--- config.mk ---
export PLATFORM = sky130hd
export DESIGN_NAME = dram_refresh_sched
export DESIGN_NICKNAME = d
export VERILOG_FILES = /design/src/rtl/refresh_pkg.sv /design/src/rtl/refresh_interval_timer.sv /design/src/rtl/refresh_debt_counter.sv /design/src/rtl/refresh_strobe_seq.sv /design/src/rtl/dram_refresh_sched.sv
export SDC_FILE = /design/constraint.sdc
export NUM_CORES = 1
export LEC_CHECK = 0
export ABC_AREA = 1
export BUFFER_PORTS_ARGS = -buffer_cell sky130_fd_sc_hd__buf_2
export CAP_MARGIN = 20
export CORE_ASPECT_RATIO = 0.6
export CORE_UTILIZATION = 51
export DETAILED_ROUTE_END_ITERATION = 10
export GPL_ROUTABILITY_DRIVEN = 0
export HOLD_SLACK_MARGIN = 0.1
export PLACE_DENSITY = 0.75
export SYNTH_ARGS = -nofsm -noshare
export SYNTH_HDL_FRONTEND = slang
export SYNTH_SLANG_ARGS = --single-unit
--- constraint.sdc ---
create_clock -name clk -period 3.5 [get_ports clk]
set_input_delay 0.35 -clock clk [delete_from_list [all_inputs] [get_ports clk]]
set_output_delay 0.35 -clock clk [all_outputs]
set_load 0.01 [all_outputs]
--- src/rtl/refresh_pkg.sv ---
package refresh_pkg;
  typedef enum logic [1:0] {
    SEQ_IDLE   = 2'd0,
    SEQ_LEAD   = 2'd1,
    SEQ_STROBE = 2'd2,
    SEQ_PRECH  = 2'd3
  } seq_state_t;
endpackage

--- src/rtl/refresh_interval_timer.sv ---
module refresh_interval_timer #(
  parameter int INTERVAL_CYC = 780
) (
  input  logic clk,
  input  logic rst,
  output logic tick
);
  localparam int TW = (INTERVAL_CYC > 2) ? $clog2(INTERVAL_CYC) : 1;
  localparam logic [TW-1:0] RELOAD = TW'(INTERVAL_CYC - 1);

  logic [TW-1:0] cnt_q;

  always_ff @(posedge clk) begin
    if (rst)                cnt_q <= RELOAD;
    else if (cnt_q == '0)   cnt_q <= RELOAD;
    else                    cnt_q <= cnt_q - 1'b1;
  end

  assign tick = (cnt_q == '0);

  generate
    if (INTERVAL_CYC > 1) begin : g_spacing

      tick_spacing_chk: assert property (@(posedge clk) disable iff (rst)
        tick |=> !tick);
    end
  endgenerate
endmodule

--- src/rtl/refresh_debt_counter.sv ---
module refresh_debt_counter #(
  parameter int DEBT_MAX = 8
) (
  input  logic                          clk,
  input  logic                          rst,
  input  logic                          owe,
  input  logic                          paid,
  output logic [$clog2(DEBT_MAX+1)-1:0] count
);
  localparam int CW = $clog2(DEBT_MAX + 1);
  localparam logic [CW-1:0] CEIL = CW'(DEBT_MAX);

  logic [CW-1:0] cnt_q;

  always_ff @(posedge clk) begin
    if (rst) begin
      cnt_q <= '0;
    end else if (owe && !paid) begin
      if (cnt_q != CEIL) cnt_q <= cnt_q + 1'b1;
    end else if (paid && !owe) begin
      cnt_q <= cnt_q - 1'b1;
    end
  end

  assign count = cnt_q;


  debt_ceiling_chk: assert property (@(posedge clk) disable iff (rst)
    cnt_q <= CEIL);

  debt_saturate_chk: assert property (@(posedge clk) disable iff (rst)
    (cnt_q == CEIL && owe && !paid) |=> cnt_q == CEIL);

  no_underflow_chk: assert property (@(posedge clk) disable iff (rst)
    paid |-> cnt_q != '0);
endmodule

--- src/rtl/refresh_strobe_seq.sv ---
module refresh_strobe_seq
  import refresh_pkg::*;
#(
  parameter int ROW_W    = 10,
  parameter int N_BANK   = 4,
  parameter int LEAD_CYC = 1,
  parameter int RAS_CYC  = 4,
  parameter int RP_CYC   = 3
) (
  input  logic              clk,
  input  logic              rst,
  input  logic              grant,
  input  logic              ras_only,
  input  logic              have_debt,
  output logic              finish,
  output logic              busy,
  output logic              done,
  output logic [N_BANK-1:0] ras_n,
  output logic [N_BANK-1:0] cas_n,
  output logic [ROW_W-1:0]  row
);
  localparam int PH_MAX = (LEAD_CYC > RAS_CYC) ?
                          ((LEAD_CYC > RP_CYC) ? LEAD_CYC : RP_CYC) :
                          ((RAS_CYC > RP_CYC) ? RAS_CYC : RP_CYC);
  localparam int PW = (PH_MAX > 1) ? $clog2(PH_MAX) : 1;

  seq_state_t       state_q, state_d;
  logic [PW-1:0]    ph_q, ph_d;
  logic             ro_q, ro_d;
  logic             start;
  logic [N_BANK-1:0] ras_q, cas_q;
  logic [ROW_W-1:0] row_q;
  logic             busy_q, done_q;

  assign start = (state_q == SEQ_IDLE) && grant && have_debt;

  always_comb begin
    state_d = state_q;
    ph_d    = ph_q - 1'b1;
    ro_d    = ro_q;
    finish  = 1'b0;
    unique case (state_q)
      SEQ_IDLE: begin
        ph_d = ph_q;
        if (start) begin
          state_d = SEQ_LEAD;
          ph_d    = PW'(LEAD_CYC - 1);
          ro_d    = ras_only;
        end
      end
      SEQ_LEAD: if (ph_q == '0) begin
        state_d = SEQ_STROBE;
        ph_d    = PW'(RAS_CYC - 1);
      end
      SEQ_STROBE: if (ph_q == '0) begin
        state_d = SEQ_PRECH;
        ph_d    = PW'(RP_CYC - 1);
      end
      SEQ_PRECH: if (ph_q == '0) begin
        state_d = SEQ_IDLE;
        ph_d    = '0;
        finish  = 1'b1;
      end
      default: state_d = SEQ_IDLE;
    endcase
  end

  always_ff @(posedge clk) begin
    if (rst) begin
      state_q <= SEQ_IDLE;
      ph_q    <= '0;
      ro_q    <= 1'b0;
      ras_q   <= '1;
      cas_q   <= '1;
      row_q   <= '0;
      busy_q  <= 1'b0;
      done_q  <= 1'b0;
    end else begin
      state_q <= state_d;
      ph_q    <= ph_d;
      ro_q    <= ro_d;
      ras_q   <= (state_d == SEQ_STROBE) ? '0 : '1;
      cas_q   <= (!ro_d && (state_d == SEQ_LEAD || state_d == SEQ_STROBE)) ? '0 : '1;
      busy_q  <= (state_d != SEQ_IDLE);
      done_q  <= finish;
      if (finish && ro_q) row_q <= row_q + 1'b1;
    end
  end

  assign ras_n = ras_q;
  assign cas_n = cas_q;
  assign row   = row_q;
  assign busy  = busy_q;
  assign done  = done_q;


  cas_leads_ras_chk: assert property (@(posedge clk) disable iff (rst)
    ($fell(ras_q[0]) && !ro_q) |-> $past(cas_q[0]) == 1'b0);

  ras_only_cas_high_chk: assert property (@(posedge clk) disable iff (rst)
    (busy_q && ro_q) |-> cas_q == '1);

  row_step_chk: assert property (@(posedge clk) disable iff (rst)
    (done_q && $past(ro_q)) |-> row_q == ROW_W'($past(row_q) + 1'b1));

  done_pulse_chk: assert property (@(posedge clk) disable iff (rst)
    done_q |=> !done_q);
endmodule

--- src/rtl/dram_refresh_sched.sv ---
module dram_refresh_sched #(
  parameter int INTERVAL_CYC = 780,
  parameter int DEBT_MAX     = 8,
  parameter int ROW_W        = 10,
  parameter int N_BANK       = 4,
  parameter int LEAD_CYC     = 1,
  parameter int RAS_CYC      = 4,
  parameter int RP_CYC       = 3
) (
  input  logic                          clk,
  input  logic                          rst,
  input  logic                          grant,
  input  logic                          ras_only,
  output logic                          req,
  output logic                          urgent,
  output logic [$clog2(DEBT_MAX+1)-1:0] pending,
  output logic                          busy,
  output logic                          done,
  output logic [N_BANK-1:0]             ras_n,
  output logic [N_BANK-1:0]             cas_n,
  output logic                          we_n,
  output logic [ROW_W-1:0]              addr
);
  localparam int CW = $clog2(DEBT_MAX + 1);

  logic          tick;
  logic          finish;
  logic [CW-1:0] debt;

  refresh_interval_timer #(.INTERVAL_CYC(INTERVAL_CYC)) u_timer (
    .clk(clk), .rst(rst), .tick(tick)
  );

  refresh_debt_counter #(.DEBT_MAX(DEBT_MAX)) u_debt (
    .clk(clk), .rst(rst), .owe(tick), .paid(finish), .count(debt)
  );

  refresh_strobe_seq #(
    .ROW_W(ROW_W), .N_BANK(N_BANK),
    .LEAD_CYC(LEAD_CYC), .RAS_CYC(RAS_CYC), .RP_CYC(RP_CYC)
  ) u_seq (
    .clk(clk), .rst(rst), .grant(grant), .ras_only(ras_only),
    .have_debt(debt != '0), .finish(finish), .busy(busy), .done(done),
    .ras_n(ras_n), .cas_n(cas_n), .row(addr)
  );

  assign pending = debt;
  assign req     = (debt != '0) && !busy;
  assign urgent  = (debt == CW'(DEBT_MAX));
  assign we_n    = 1'b1;


  start_needs_grant_chk: assert property (@(posedge clk) disable iff (rst)
    $rose(busy) |-> ($past(grant) && $past(debt) != '0));
endmodule

=== Word-level counts from Yosys, hierarchy flattened ===
Index checks and enable logic that the tools add are counted.

* Add/subtract/negate cells: 5
* Equality and inequality tests: 9
* Muxes and demuxes: 19
* Reductions and logical operators: 20

{| class="wikitable"
|+ Operator list
! kind !! number
|-
| $mux 4 || 5
|-
| $mux 2 || 8
|-
| $pmux 2 s4 || 2
|-
| $add 10x1->10 const B || 1
|-
| $logic_not 10->1 || 1
|-
| $sub 10x1->10 const B || 1
|-
| $logic_and 1x1->1 || 7
|-
| $eq 2x2->1 const B || 3
|-
| $add 4x1->4 const B || 1
|-
| $eq 2x1->1 const B || 2
|-
| $eq 4x4->1 const B || 1
|-
| $logic_not 1->1 || 4
|-
| $logic_not 2->1 || 2
|-
| $mux 1 || 4
|-
| $ne 4x4->1 const B || 1
|-
| $reduce_bool 2->1 || 2
|-
| $reduce_bool 4->1 || 1
|-
| $sub 4x1->4 const B || 1
|-
| $ne 2x1->1 const B || 1
|-
| $ne 2x2->1 const B || 1
|-
| $reduce_and 2->1 || 1
|-
| $reduce_or 2->1 || 1
|-
| $sub 2x1->2 const B || 1
|-
| $logic_or 1x1->1 || 1
|}

* Register bits: 39
* Bits of input ports: 4
* Output and inout bits: 27
* Logic and storage cells: 63

=== Logic depth before layout (Yosys ltp) ===
* Word-level depth: 9
* Gate-level depth with buffers: 16
* Gate-level depth less buffers: 16

=== Hierarchy ===
From an unflattened synthesis, not the netlist that was laid out.

* Cell total of the unflattened synthesis: 264
* Area, all modules: 1808.0 µm²

{| class="wikitable"
|+ Modules (own cells, without submodules)
! module !! instances !! cells an instance !! area each (µm²) !! seq. area each (µm²)
|-
| refresh_strobe_seq || 1 || 137 || 964.7 || 380.4
|-
| refresh_interval_timer || 1 || 63 || 470.5 || 200.2
|-
| refresh_debt_counter || 1 || 56 || 335.3 || 80.1
|-
| dram_refresh_sched || 1 || 8 || 37.5 || 0.0
|}

=== Least setup slack after synthesis ===
No wires, ideal clock.

* Kind: register -> register
* From: register u_seq.ph_q[0]
* To: register u_debt.cnt_q[3] (netlist: u_debt.count[3])
* Setup time: 0.113 ns
* Data arrival time: 1.938 ns
* Required time: 3.387 ns
* Slack: 1.449 ns
* Cell stages (with the launch flop): 16
* Path buffers: 0
* Period minus slack after synthesis: 2.051 ns
* Cell sequence: dfxtp_1 > inv_1 > ha_1 > inv_1 > nor2_4 > inv_1 > nand3_1 > ha_1 > nand2_1 > nand2_1 > nor2_1 > nand4_1 > nand2_1 > nor2_1 > nor2_1 > nor2_1

* Cells in the longest elaborated chain, start to end: 7
* Elaborated cells between the ends (all ways): 10
* Those cells by class: 1 x eq/ne; 3 x mux; 6 x reduce/logical

{| class="wikitable"
|+ Ends and longest elaborated chain
! item !! RTL line !! RTL
|-
| from (decl) || refresh_strobe_seq.sv:28 || <nowiki>logic [PW-1:0] ph_q, ph_d;</nowiki>
|-
| from (signal assigned) || refresh_strobe_seq.sv:80 || <nowiki>ph_q <= ph_d;</nowiki>
|-
| $logic_not 2->1 * || refresh_strobe_seq.sv:59 || <nowiki>SEQ_PRECH: if (ph_q == '0) begin</nowiki>
|-
| $mux 1 * || refresh_strobe_seq.sv:59 ||
|-
| $mux 1 * || refresh_strobe_seq.sv:42 || <nowiki>unique case (state_q)</nowiki>
|-
| $logic_not 1->1 || refresh_debt_counter.sv:18 || <nowiki>end else if (owe && !paid) begin</nowiki>
|-
| $logic_and 1x1->1 || refresh_debt_counter.sv:18 ||
|-
| $ne 2x2->1 (no line) / $reduce_bool 2->1 (equally long branches) || - ||
|-
| $reduce_and 2->1 (no line) || - ||
|-
| to (signal assigned) || refresh_debt_counter.sv:19 || <nowiki>if (cnt_q != CEIL) cnt_q <= cnt_q + 1'b1;</nowiki>
|-
| to (signal assigned) || refresh_debt_counter.sv:21 || <nowiki>cnt_q <= cnt_q - 1'b1;</nowiki>
|-
| to (decl) || refresh_debt_counter.sv:13 || <nowiki>logic [CW-1:0] cnt_q;</nowiki>
|}

Every way passes the cells marked *; elsewhere a longest branch is shown, timed or not.
A chain may end at the register's enable or synchronous reset.

=== Worst setup path after layout ===
Ends and elaborated chain as after synthesis.

==> summary.md <==
| Metric | Value |
|---|---|
| Status | completed |
| Mapped Avg Cell Area | between 7 and 8 sq um |
| Async SR Flop Fraction | 0% |
| Num ports | 31 |
| Worst hold path depth | 3 |
| Worst Setup Path Type | reg -> reg |
| Post-Synthesis Cells | 217 |
| R2R Path Start | u_seq.ph_q[0] |
| GRT Total Usage | 19.2% |
| Mapped Nets | 231 |
| Nets@finish | 258 |
| DRT antenna net count | 0 |
| Static Leak | 0.902 nW |
| Row cnt | 15 |
| Synth cell types | 27 |
| Via/cell ratio | 4.73 |
| Post-synthesis sequential area ratio | 40.3% |
| Reg2reg end | u_debt.count[3] |
| # port buffers | 29 |
| Fin crit period | approximately 2.3 ns |
| Setup TNS | 0 ns |
| Max VDD drop | 366 uV |
| Peak Freq | 436 MHz |
| Grt ovf | 0 |
| Largest net degree at the start of global routing | 14 |
| Number of global-route vias before repair | 1,050 |
| Power Density | 547 mW/mm^2 |
| Setup-failing EPs final | 0 |
| Worst Clk Skew | 0.00507 ns |
| Antenna violations before repair | 0 |
| Max-slew violations | 0 |
| Post-synth top flop | dfxtp_1 |
| Num CTS Buffers | 5 |
| Setup crit end kind | register |
| Antenna cells | 0 |
| Ys Warns | 0 |
| Critical Path AT | 2.47 ns |
| Clk Latency, worst-skew pair | approximately 0.28 ns |
| Final Hold Viols | 0 |
| Die Area | 0.00345 sq mm |
| Final std cells w/o fill | 286 |
| MaxCap Viol Count | 0 |
| Routed wire length | 2960 microns |
| Finished layout cell area | roughly 0.0019 sq mm |
| Iteration count of the initial detailed-routing pass | 4 |
| Layout cells sized above 1 | between 10% and 20% |
| Post-synth EDFFs | 0 |
| Post-DP HPWL | 2200 microns |
| Post-Syn Area | 0.00164 sq mm |
| Final period utilization | about two thirds |
| DP Cell Count | 279 |
| Flop-to-flop setup slack | 1.21 ns |
| DRC viols | 0 |
| Area Overhead vs Synth | 13.7% |
| CTS root buf | clkbuf_8 |
| Cell Area, Placed | between 0.0015 and 0.002 sq mm |
| First-pass GRT wire length | around 4700 microns |
| Clock Pin Slew Worst Setup and Hold Paths | 0.06 ns |
| Post-CTS Resized | 0 |
| Critical Path Fanout Max | 4 |
| Die X-Extent | 75.2 microns |
| CTS tree | done |
| Initial DRC count | 107 |
| Initial Util | 55.3% |
| Hold Crit Class | in -> reg |
| Crit path launch type | register |
| R2R depth | 15 |
| Die Ht | 45.9 microns |
| Critical path origin | u_seq.ph_q[0] |
| Area of the core | 0.00297 sq mm |
| H-tree levels | 2 |
| Final core area utilization | 62.9% |
| Hold endpoint | u_seq.cas_n[2] |
| Hold wc startpoint | ras_only |
| Clock buffer depth | 2 |
| Routed len/inst | 10.4 microns |
| Post-synthesis sequential element count | 33 |
| WP data required | 3.68 ns |
| RSZ-0062 raised after global routing | false |
| Setup bufs post-CTS | 0 |
| CTS sink count | 33 |
| Routed via count | 1,354 |
| Cts hold-fix bufs | 0 |
## kinds of logic after synthesis
family / Yosys count / share of synthesized area (%)
compound gates: 32 / 10.3
fa+ha+maj: 10 / 8.09
flops: 33 / 40.3
buf+inv: 38 / 10.3
simple gates: 97 / 27.6
xor+xnor: 6 / 3.20
other cells: 1 / 0.229
## per-stage QoR
| step | setup WS (ns) | hold slack (ns) | power [mW] |
|---|---|---|---|
| floorplan | 1.45 | 0.366 | 0.688 |
| global route | 0.895 | 0.354 | 1.10 |
| global placement | 1.30 | 0.377 | 0.744 |
| finish | 1.21 | 0.325 | 1.02 |
| detailed placement | 1.23 | 0.380 | 0.744 |
| CTS | 1.20 | 0.324 | 1.03 |
## report_power, final
group	leakage, nW	internal (mW)	total (mW)	switching, mW
clock	0.0443	0.156	0.284	0.128
combinational	0.590	0.111	0.281	0.169
sequential	0.268	0.416	0.454	0.0382
## synthesized netlist by cell type (2+ instances only)
library cell,number,area (sq um)
a21oi_1,17,85.1
o21ai_0,11,55.1
buf_4,7,52.6
nand3_1,11,55.1
nand2_2,3,18.8
inv_1,29,109
nor2_4,3,33.8
dfxtp_1,33,661
nor2_1,31,116
clkbuf_1,2,7.51
nand4_1,4,25.0
ha_1,9,113
nand2_1,38,143
xor2_1,5,43.8
nor2_2,2,12.5
## critical path, cell delays in order, from the launching register on
cell,delay [ns]
dfxtp_1,0.38
inv_1,0.08
ha_1,0.23
inv_1,0.12
nor2_4,0.06
inv_1,0.10
nand3_1,0.19
ha_1,0.38
nand2_1,0.07
nand2_1,0.04
nor2_1,0.14
nand4_1,0.13
nand2_1,0.10
nor2_1,0.04
nor2_1,0.08
nor2_1,0.05
## how the worst max path moves through the flow
stage / to / slack, ns / cells past startpoint
final: u_debt.count[3] / 1.21 / 15
after global routing: u_debt.count[3] / 0.89 / 15
after CTS: u_debt.count[3] / 1.20 / 15
after detailed placement: u_debt.count[3] / 1.23 / 15
after global placement: u_debt.count[3] / 1.30 / 15
after floorplan: u_debt.count[3] / 1.45 / 15
## cell type report
type                       instances  area [sq um]
fill                             264          1100
clock buffer                       7          86.3
tap                               42          52.6
inverter                          29           109
timing repair buffer              29           145
sequential                        33           661
multi-input combinational        146           811
## sequential cells by signal (all words and copies together), names as in the netlist
| register | count |
|---|---|
| u_seq.done | 1 |
| u_timer.cnt_q | 10 |
| u_seq.cas_n | 1 |
| u_seq.ph_q | 2 |
| u_seq.busy | 1 |
| u_seq.state_q | 2 |
| u_seq.ro_q | 1 |
| u_seq.row | 10 |
| u_seq.ras_n | 1 |
| u_debt.count | 4 |
## routing by layer
layer / track usage (%) / vias to the layer above / wire [microns]
met5: 0 / - / 0
met4: 10.0 / 0 / 63
met3: 5.97 / 7 / 171
met2: 24.3 / 36 / 1100
met1: 28.4 / 577 / 1630
li1: - / 734 / -
## placed cells by master (no fill, tap or decap), drive strengths merged
master and instances:
clkbuf 7, o21ai 11, a21oi 17, xnor2 1, nor3 2, o22ai 1, o21a 1, xor2 5
conb 1, a22oi 1, nor2 36, dfxtp 33, a21boi 1, nand4 4, fa 1, or2 1
ha 9, nand3 12, buf 29, nand2 42, inv 29
Note: power is estimated with default switching activity, not from simulation.
